<file path="src/rtl/mbox_pkg.sv">
package mbox_pkg;

    localparam int unsigned BYTE_W    = 8;
    localparam int unsigned MSG_BYTES = 8;
    localparam int unsigned IDX_W     = $clog2(MSG_BYTES);
    localparam int unsigned WORD_W    = 32;

    typedef logic [BYTE_W-1:0] byte_t;

    localparam byte_t ADDR_CTRL     = 8'h01;
    localparam byte_t ADDR_STAT     = 8'h02;
    localparam byte_t ADDR_OUT_BASE = 8'h30;
    localparam byte_t ADDR_IN_BASE  = 8'h38;
    localparam byte_t ADDR_SWI      = 8'h40;
    localparam byte_t ADDR_OUT_END  = ADDR_OUT_BASE + byte_t'(MSG_BYTES);
    localparam byte_t ADDR_IN_END   = ADDR_IN_BASE + byte_t'(MSG_BYTES);

    localparam byte_t CTRL_RESET    = 8'h10;
    localparam int unsigned CTRL_MASK_BIT  = 4;
    localparam int unsigned STAT_ALERT_BIT = 1;
    localparam byte_t SWI_GO        = 8'h01;
    localparam byte_t PEND_MARK     = 8'h80;

    typedef enum logic [2:0] {
        SEL_NONE,
        SEL_CTRL,
        SEL_STAT,
        SEL_OUT,
        SEL_IN,
        SEL_SWI
    } reg_sel_e;

    typedef struct packed {
        reg_sel_e         sel;
        logic [IDX_W-1:0] idx;
    } decode_t;

    function automatic decode_t decode_addr(input byte_t a);
        decode_t d;
        byte_t   off;
        d.sel = SEL_NONE;
        d.idx = '0;
        off   = '0;
        if (a == ADDR_CTRL) begin
            d.sel = SEL_CTRL;
        end else if (a == ADDR_STAT) begin
            d.sel = SEL_STAT;
        end else if (a == ADDR_SWI) begin
            d.sel = SEL_SWI;
        end else if (a >= ADDR_OUT_BASE && a < ADDR_OUT_END) begin
            off   = a - ADDR_OUT_BASE;
            d.sel = SEL_OUT;
            d.idx = off[IDX_W-1:0];
        end else if (a >= ADDR_IN_BASE && a < ADDR_IN_END) begin
            off   = a - ADDR_IN_BASE;
            d.sel = SEL_IN;
            d.idx = off[IDX_W-1:0];
        end
        return d;
    endfunction

endpackage

</file>
<file path="src/rtl/mbox_ctrl_status.sv">
module mbox_ctrl_status
    import mbox_pkg::*;
(
    input  logic  clk,
    input  logic  rst,
    input  logic  ctrl_we,
    input  logic  stat_we,
    input  byte_t wdata,
    input  logic  fw_done,
    output byte_t ctrl_q,
    output byte_t stat_rd,
    output logic  alert
);

    logic sts_q;
    logic clr_req;

    assign clr_req = stat_we && wdata[STAT_ALERT_BIT];

    always_ff @(posedge clk) begin
        if (rst) begin
            ctrl_q <= CTRL_RESET;
        end else if (ctrl_we) begin
            ctrl_q <= wdata;
        end
    end

    // completion takes priority over a same-cycle clear
    always_ff @(posedge clk) begin
        if (rst) begin
            sts_q <= 1'b0;
        end else if (fw_done) begin
            sts_q <= 1'b1;
        end else if (clr_req) begin
            sts_q <= 1'b0;
        end
    end

    always_comb begin
        stat_rd = '0;
        stat_rd[STAT_ALERT_BIT] = sts_q;
    end

    assign alert = sts_q && !ctrl_q[CTRL_MASK_BIT];

    AST_RESET_STATE: assert property (@(posedge clk)
        rst |=> (ctrl_q == CTRL_RESET && !sts_q));

    AST_STATUS_STICKY: assert property (@(posedge clk) disable iff (rst)
        (sts_q && !clr_req) |=> sts_q);

    AST_DONE_WINS: assert property (@(posedge clk) disable iff (rst)
        (fw_done && clr_req) |=> sts_q);

    AST_CLEAR_WORKS: assert property (@(posedge clk) disable iff (rst)
        (clr_req && !fw_done) |=> !sts_q);

endmodule

</file>
<file path="src/rtl/mbox_msg_bank.sv">
module mbox_msg_bank
    import mbox_pkg::*;
#(
    parameter int unsigned N_BYTES = MSG_BYTES,
    parameter int unsigned IW      = IDX_W,
    parameter int unsigned WW      = WORD_W
) (
    input  logic                 clk,
    input  logic                 rst,
    input  logic                 host_in_we,
    input  logic [IW-1:0]        host_idx,
    input  byte_t                host_wdata,
    input  logic                 fw_out_we,
    input  logic [IW-1:0]        fw_out_idx,
    input  byte_t                fw_out_byte,
    input  logic                 fw_res_we,
    input  logic [WW-1:0]        fw_res_word,
    output logic [N_BYTES-1:0][BYTE_W-1:0] in_q,
    output logic [N_BYTES-1:0][BYTE_W-1:0] out_q
);

    localparam int unsigned WORD_BYTES = WW / BYTE_W;
    localparam int unsigned WORD_LO    = 1;
    localparam int unsigned WORD_HI    = WORD_LO + WORD_BYTES - 1;

    for (genvar i = 0; i < N_BYTES; i++) begin : g_byte
        always_ff @(posedge clk) begin
            if (rst) begin
                in_q[i] <= '0;
            end else if (host_in_we && host_idx == IW'(i)) begin
                in_q[i] <= host_wdata;
            end
        end

        if (i >= WORD_LO && i <= WORD_HI) begin : g_word_lane
            always_ff @(posedge clk) begin
                if (rst) begin
                    out_q[i] <= '0;
                end else if (fw_res_we) begin
                    out_q[i] <= fw_res_word[BYTE_W*(i-WORD_LO) +: BYTE_W];
                end else if (fw_out_we && fw_out_idx == IW'(i)) begin
                    out_q[i] <= fw_out_byte;
                end
            end
        end else begin : g_plain_lane
            always_ff @(posedge clk) begin
                if (rst) begin
                    out_q[i] <= '0;
                end else if (fw_out_we && fw_out_idx == IW'(i)) begin
                    out_q[i] <= fw_out_byte;
                end
            end
        end
    end

    AST_OUT_HOST_RO: assert property (@(posedge clk) disable iff (rst)
        (!fw_out_we && !fw_res_we) |=> $stable(out_q));

    AST_IN_FW_RO: assert property (@(posedge clk) disable iff (rst)
        !host_in_we |=> $stable(in_q));

endmodule

</file>
<file path="src/rtl/mbox_doorbell.sv">
module mbox_doorbell
    import mbox_pkg::*;
(
    input  logic  clk,
    input  logic  rst,
    input  logic  swi_we,
    input  byte_t wdata,
    output logic  doorbell,
    output byte_t swi_rd
);

    logic trig_q;

    // trigger bit lives one cycle: it is the pulse and clears itself
    always_ff @(posedge clk) begin
        if (rst) begin
            trig_q <= 1'b0;
        end else begin
            trig_q <= swi_we && (wdata == SWI_GO);
        end
    end

    assign doorbell = trig_q;
    assign swi_rd   = {{(BYTE_W-1){1'b0}}, trig_q};

    AST_DB_CAUSE: assert property (@(posedge clk) disable iff (rst)
        $rose(doorbell) |-> $past(swi_we && wdata == SWI_GO));

    AST_DB_ONE_CYCLE: assert property (@(posedge clk) disable iff (rst)
        (doorbell && !(swi_we && wdata == SWI_GO)) |=> !doorbell);

    AST_DB_NO_STRAY: assert property (@(posedge clk) disable iff (rst)
        (swi_we && wdata != SWI_GO) |=> !doorbell);

endmodule

</file>
<file path="src/rtl/mbox_responder.sv">
module mbox_responder
    import mbox_pkg::*;
#(
    parameter int unsigned N_BYTES = MSG_BYTES,
    parameter int unsigned IW      = IDX_W,
    parameter int unsigned WW      = WORD_W
) (
    input  logic          clk,
    input  logic          rst,
    input  logic [7:0]    host_addr,
    input  logic [7:0]    host_wdata,
    input  logic          host_we,
    input  logic          host_re,
    output logic [7:0]    host_rdata,
    output logic          alert,
    output logic          fw_doorbell,
    output logic [7:0]    fw_cmd,
    output logic [WW-1:0] fw_arg,
    output logic          fw_pending,
    input  logic          fw_out_we,
    input  logic [IW-1:0] fw_out_idx,
    input  logic [7:0]    fw_out_byte,
    input  logic          fw_res_we,
    input  logic [WW-1:0] fw_res_word,
    input  logic          fw_done
);

    localparam int unsigned WORD_BYTES = WW / BYTE_W;
    localparam int unsigned PEND_IDX   = N_BYTES - 1;

    decode_t dec;
    byte_t   ctrl_q;
    byte_t   stat_rd;
    byte_t   swi_rd;
    byte_t   rd_mux;
    byte_t   rdata_q;
    logic    alert_w;
    logic    doorbell_w;
    logic [N_BYTES-1:0][BYTE_W-1:0] in_q;
    logic [N_BYTES-1:0][BYTE_W-1:0] out_q;

    assign dec = decode_addr(host_addr);

    mbox_ctrl_status u_cs (
        .clk     (clk),
        .rst     (rst),
        .ctrl_we (host_we && dec.sel == SEL_CTRL),
        .stat_we (host_we && dec.sel == SEL_STAT),
        .wdata   (host_wdata),
        .fw_done (fw_done),
        .ctrl_q  (ctrl_q),
        .stat_rd (stat_rd),
        .alert   (alert_w)
    );

    mbox_msg_bank #(
        .N_BYTES (N_BYTES),
        .IW      (IW),
        .WW      (WW)
    ) u_bank (
        .clk         (clk),
        .rst         (rst),
        .host_in_we  (host_we && dec.sel == SEL_IN),
        .host_idx    (dec.idx),
        .host_wdata  (host_wdata),
        .fw_out_we   (fw_out_we),
        .fw_out_idx  (fw_out_idx),
        .fw_out_byte (fw_out_byte),
        .fw_res_we   (fw_res_we),
        .fw_res_word (fw_res_word),
        .in_q        (in_q),
        .out_q       (out_q)
    );

    mbox_doorbell u_db (
        .clk      (clk),
        .rst      (rst),
        .swi_we   (host_we && dec.sel == SEL_SWI),
        .wdata    (host_wdata),
        .doorbell (doorbell_w),
        .swi_rd   (swi_rd)
    );

    always_comb begin
        unique case (dec.sel)
            SEL_CTRL: rd_mux = ctrl_q;
            SEL_STAT: rd_mux = stat_rd;
            SEL_SWI:  rd_mux = swi_rd;
            SEL_OUT:  rd_mux = out_q[dec.idx];
            SEL_IN:   rd_mux = in_q[dec.idx];
            default:  rd_mux = '0;
        endcase
    end

    always_ff @(posedge clk) begin
        if (rst) begin
            rdata_q <= '0;
        end else if (host_re) begin
            rdata_q <= rd_mux;
        end
    end

    always_comb begin
        fw_arg = '0;
        for (int b = 0; b < WORD_BYTES; b++) begin
            fw_arg[BYTE_W*b +: BYTE_W] = in_q[b+1];
        end
    end

    assign host_rdata  = rdata_q;
    assign alert       = alert_w;
    assign fw_doorbell = doorbell_w;
    assign fw_cmd      = in_q[0];
    assign fw_pending  = (in_q[PEND_IDX] == PEND_MARK);

    AST_ALERT_MASKED: assert property (@(posedge clk) disable iff (rst)
        ctrl_q[CTRL_MASK_BIT] |-> !alert);

    AST_ALERT_NEEDS_STATUS: assert property (@(posedge clk) disable iff (rst)
        alert |-> stat_rd[STAT_ALERT_BIT]);

    AST_UNMAPPED_ZERO: assert property (@(posedge clk) disable iff (rst)
        (host_re && dec.sel == SEL_NONE) |=> (host_rdata == 8'h00));

    AST_RDATA_HOLD: assert property (@(posedge clk) disable iff (rst)
        !host_re |=> $stable(host_rdata));

endmodule

</file>
<file path="config.mk">
export PLATFORM = sky130hd
export DESIGN_NAME = mbox_responder
export DESIGN_NICKNAME = d
export VERILOG_FILES = /design/src/rtl/mbox_pkg.sv /design/src/rtl/mbox_ctrl_status.sv /design/src/rtl/mbox_msg_bank.sv /design/src/rtl/mbox_doorbell.sv /design/src/rtl/mbox_responder.sv
export SDC_FILE = /design/constraint.sdc
export NUM_CORES = 1
export LEC_CHECK = 0
export BUFFER_PORTS_ARGS = -buffer_cell sky130_fd_sc_hd__buf_4
export CAP_MARGIN = 20
export CORE_MARGIN = 3
export CORE_UTILIZATION = 58
export DETAILED_ROUTE_END_ITERATION = 12
export GPL_TIMING_DRIVEN = 0
export PLACE_DENSITY = 0.88
export SETUP_SLACK_MARGIN = 0.5
export SLEW_MARGIN = 20
export SYNTH_ARGS = -nofsm -noshare
export SYNTH_HDL_FRONTEND = slang
export SYNTH_HIERARCHICAL = 1
export SYNTH_SLANG_ARGS = --single-unit
</file>
<file path="constraint.sdc">
create_clock -name clk -period 2.35 [get_ports clk]
set_input_delay 0 -clock clk [delete_from_list [all_inputs] [get_ports clk]]
set_output_delay 0 -clock clk [all_outputs]
set_load 0.01 [all_outputs]
</file>
==> flow_metrics.py <==
metrics = {
    "critical_path": {
        "path_max_fanout": 13,
        "cpMaxStageDelayCell": "and4bb_4",
        "crit_cells": 10,
        "reg2regPathDepth": 4,
        "path_class": "in2reg",
        "cpLargestDelayFamily": "simple AND/OR/NAND/NOR gates",
        "cpMostUsedCell": "buf_4",
        "slowest_delay_ps": 440,
        "end_kind": "register",
        "worstPathBufferInverterCount": 5,
        "path_cells": "buf_4 > and4bb_4 > nand2_4 > inv_2 > buf_6 > buf_4 > clkbuf_4 > nand4b_1 > nand2_1 > a21oi_1",
        "crit_arrival_ps": 2060,
        "cp.required_ps": 2630,
        "cp-start-kind": "input pin",
    },
    "pwr": {
        "share_comb_of_total_power_pct": 11.6,
        "p_int_mw": 4.70,
        "pwr-share-clk_pct": 46.9,
        "power_density_mw_per_mm2": 625,
        "p_seq_share_pct": 41.5,
        "p_sw_mw": 1.50,
        "leakagePower_nw": 3.98,
        "power_mw": 6.20,
        "peakVddDrop_uv": 733,
        "p_sw_share_pct": 24.3,
    },
    "clocking": {
        "clk_latency_ps": 430,
        "clock_sinks": 146,
        "htreeDepth": 4,
        "ctsRootBufferMaster": "clkbuf_16",
        "cts_buffer_depth": 2,
        "cts_tree": "yes",
        "cts_buffers": 17,
        "path_clk_slew_ps": 60,
    },
    "die": {
        "fp.dieW_um": 122,
        "boundaryPins": 117,
        "chipHeight_um": 122,
        "fp-row-count": 41,
        "initial_core_util_pct": 60.5,
        "coreArea_mm2": 0.0129,
        "die_area_mm2": 0.0149,
    },
    "grt": {
        "met3_usage_pct": 8.22,
        "use_met1_pct": 48.0,
        "antenna_found_initial": 0,
        "grt_pass1_vias": 7431,
        "grt.busiest_layer": "met2",
        "grt_pass1_wl_um": 40900,
        "grt_max_degree": 17,
        "overflow": 0,
        "grt_usage_pct": 36.0,
        "met2_usage_pct": 57.0,
    },
    "placed_design": {
        "dpl.hpwl_um": 17500,
        "place.gp.congestion": 1.01,
        "numPortBuffers": 106,
    },
    "sta": {
        "finalSetupTns_ps": 0,
        "hold_slack_ps": 25.3,
        "fin_worst_skew_ps": 8.38,
        "hold_viol": 0,
        "relSlewSlack_pct": 42.7,
        "final.min_clock_period_ps": 1780,
        "drv_slew": 0,
        "setup_viol": 0,
        "fin_crit_sh_pct": 75.7,
        "fmax_ghz": 0.562,
        "tightestPinTransition_ps": 859,
        "rsz0062_at_grt": "false",
    },
    "yosys": {
        "synth_most_common_cell": "nand2_1",
        "yosysTopAreaCellShare_pct": 37.4,
        "ys_seq_area_share_pct": 37.4,
        "yosys_warnings": 6,
        "synth_edf_count": 0,
        "synth_top_area_cell": "dfxtp_1",
        "synthTopCellsByCount": "nand2_1, dfxtp_1, a21oi_1, mux2i_1, clkbuf_1",
        "ys_ff_latch": 146,
        "synth-main-ff-cell": "dfxtp_1",
        "synthArstFlopShare_pct": 0,
        "synthDistinctLibCells": 56,
        "avgSynthCellArea_um2": 8.67,
        "synthesis.area_mm2": 0.00782,
        "synthCells": 902,
        "synth.area.top_cells": "dfxtp_1, mux2i_1, nand2_1",
    },
    "detailed_routing": {
        "avgViaCountPerCell": 6.23,
        "routedWlPerCell_um": 21.3,
        "vias": 7883,
        "remaining_drc_errors": 0,
        "wirelength_um": 26900,
        "ant_nets": 0,
        "first_pass_iters": 6,
        "drt_iter0_markers": 1208,
    },
    "cells_and_area": {
        "final_core_util_pct": 76.8,
        "drive_gt1_share_pct": 25.5,
        "area_growth_pct": 26.9,
        "finalNetCount": 1147,
    },
    "min_path": {
        "hp-class": "in2reg",
        "hold_path_depth": 3,
    },
    "status": {
        "outcome": "finished, final reports clean",
    },
    "run": {
        "cap_violations": 0,
    },
}
through the flow:
stage	cell area, um2	cells	setup WS (ps)
final	9930	1265	571
after global routing	9930	1264	499
after CTS	9920	1263	626
after detailed placement	8880	1192	222
after global placement	8880	1192	254
after floorplan	7870	914	647
layout by cell type, fill, tap and decap left out, types with 24 or more instances in the layout:
cell / Yosys / final
a211oi_2: 24 / 24
a21oi_1: 80 / 80
buf_2: 29 / 28
buf_4: 24 / 131
clkbuf_1: 38 / 40
dfxtp_1: 146 / 146
dlygate4sd3_1: 0 / 41
mux2i_1: 77 / 77
nand2_1: 174 / 174
nor2_1: 36 / 36
nor3_1: 32 / 32
o21ai_0: 31 / 31
metal layers:
| layer | vias up | wire [um] |
|---|---|---|
| met4 | 0 | 987 |
| met1 | 3691 | 10300 |
| met5 | - | 0 |
| met2 | 581 | 12400 |
| li1 | 3526 | - |
| met3 | 85 | 3240 |
timing repair:
| action | 4_1_cts | 5_1_grt |
|---|---|---|
| hold buffers | 41 | 0 |
| hold endpoints to repair | 43 | 0 |
| gates resized for setup | 0 | 1 |
| setup endpoints to repair | 0 | 6 |
| buffers inserted | 0 | 1 |
power groups by stage:
stage | Clock (mW) | Combinational (mW) | Sequential [mW]
CTS | 2.90 | 0.684 | 2.57
detailed placement | 0 | 0.621 | 2.63
global route | 3.00 | 0.751 | 2.58
global placement | 0 | 0.612 | 2.62
floorplan | 0 | 0.405 | 2.61
finish | 2.91 | 0.720 | 2.58
worst register-to-register path, delay by kind of cell (launching register included):
| kind | cells | cell delay (ps) |
|---|---|---|
| compound gates | 3 | 670 |
| flops | 1 | 330 |
| mux | 1 | 270 |
sequential cells by signal, summed over array words and instances (netlist names):
signal	cells
host_rdata	8
u_cs/ctrl_q	8
u_cs/sts_q	1
u_bank/out_q	64
u_bank/in_q	64
u_db/doorbell	1
worst paths after layout:
kind	endpoint	slack, ps	start
worst max-delay path	u_bank/in_q[52]	570	host_addr[7]
worst min-delay path	u_bank/out_q[31]	30	fw_res_word[23]
worst max register to register	host_rdata[2]	960	u_bank/in_q[58]
worst min register to register	u_bank/out_q[52]	450	u_bank/out_q[52]
logic make-up after synthesis:
logic type / Yosys count / share of synthesized area, %
and+or+nand+nor: 324 / 21.5
AOI/OAI and AO/OA: 208 / 19.2
DFF: 146 / 37.4
buffers and inverters: 121 / 8.59
muxes: 100 / 13.2
other: 2 / 0.0960
xor gates and xnor gates: 1 / 0.112
layout make-up:
| class | instances | area, um2 |
|---|---|---|
| plain buffers | 108 | 626 |
| multi-input cells | 647 | 4270 |
| diodes | 1 | 2.50 |
| clock inverters | 8 | 153 |
| inverters | 13 | 48.8 |
| fillers | 868 | 3000 |
| clock buffers | 22 | 474 |
| well taps | 172 | 215 |
| flip-flops and latches | 146 | 2920 |
| repair buffers | 148 | 1210 |
Power figures use the tool's default switching activity.
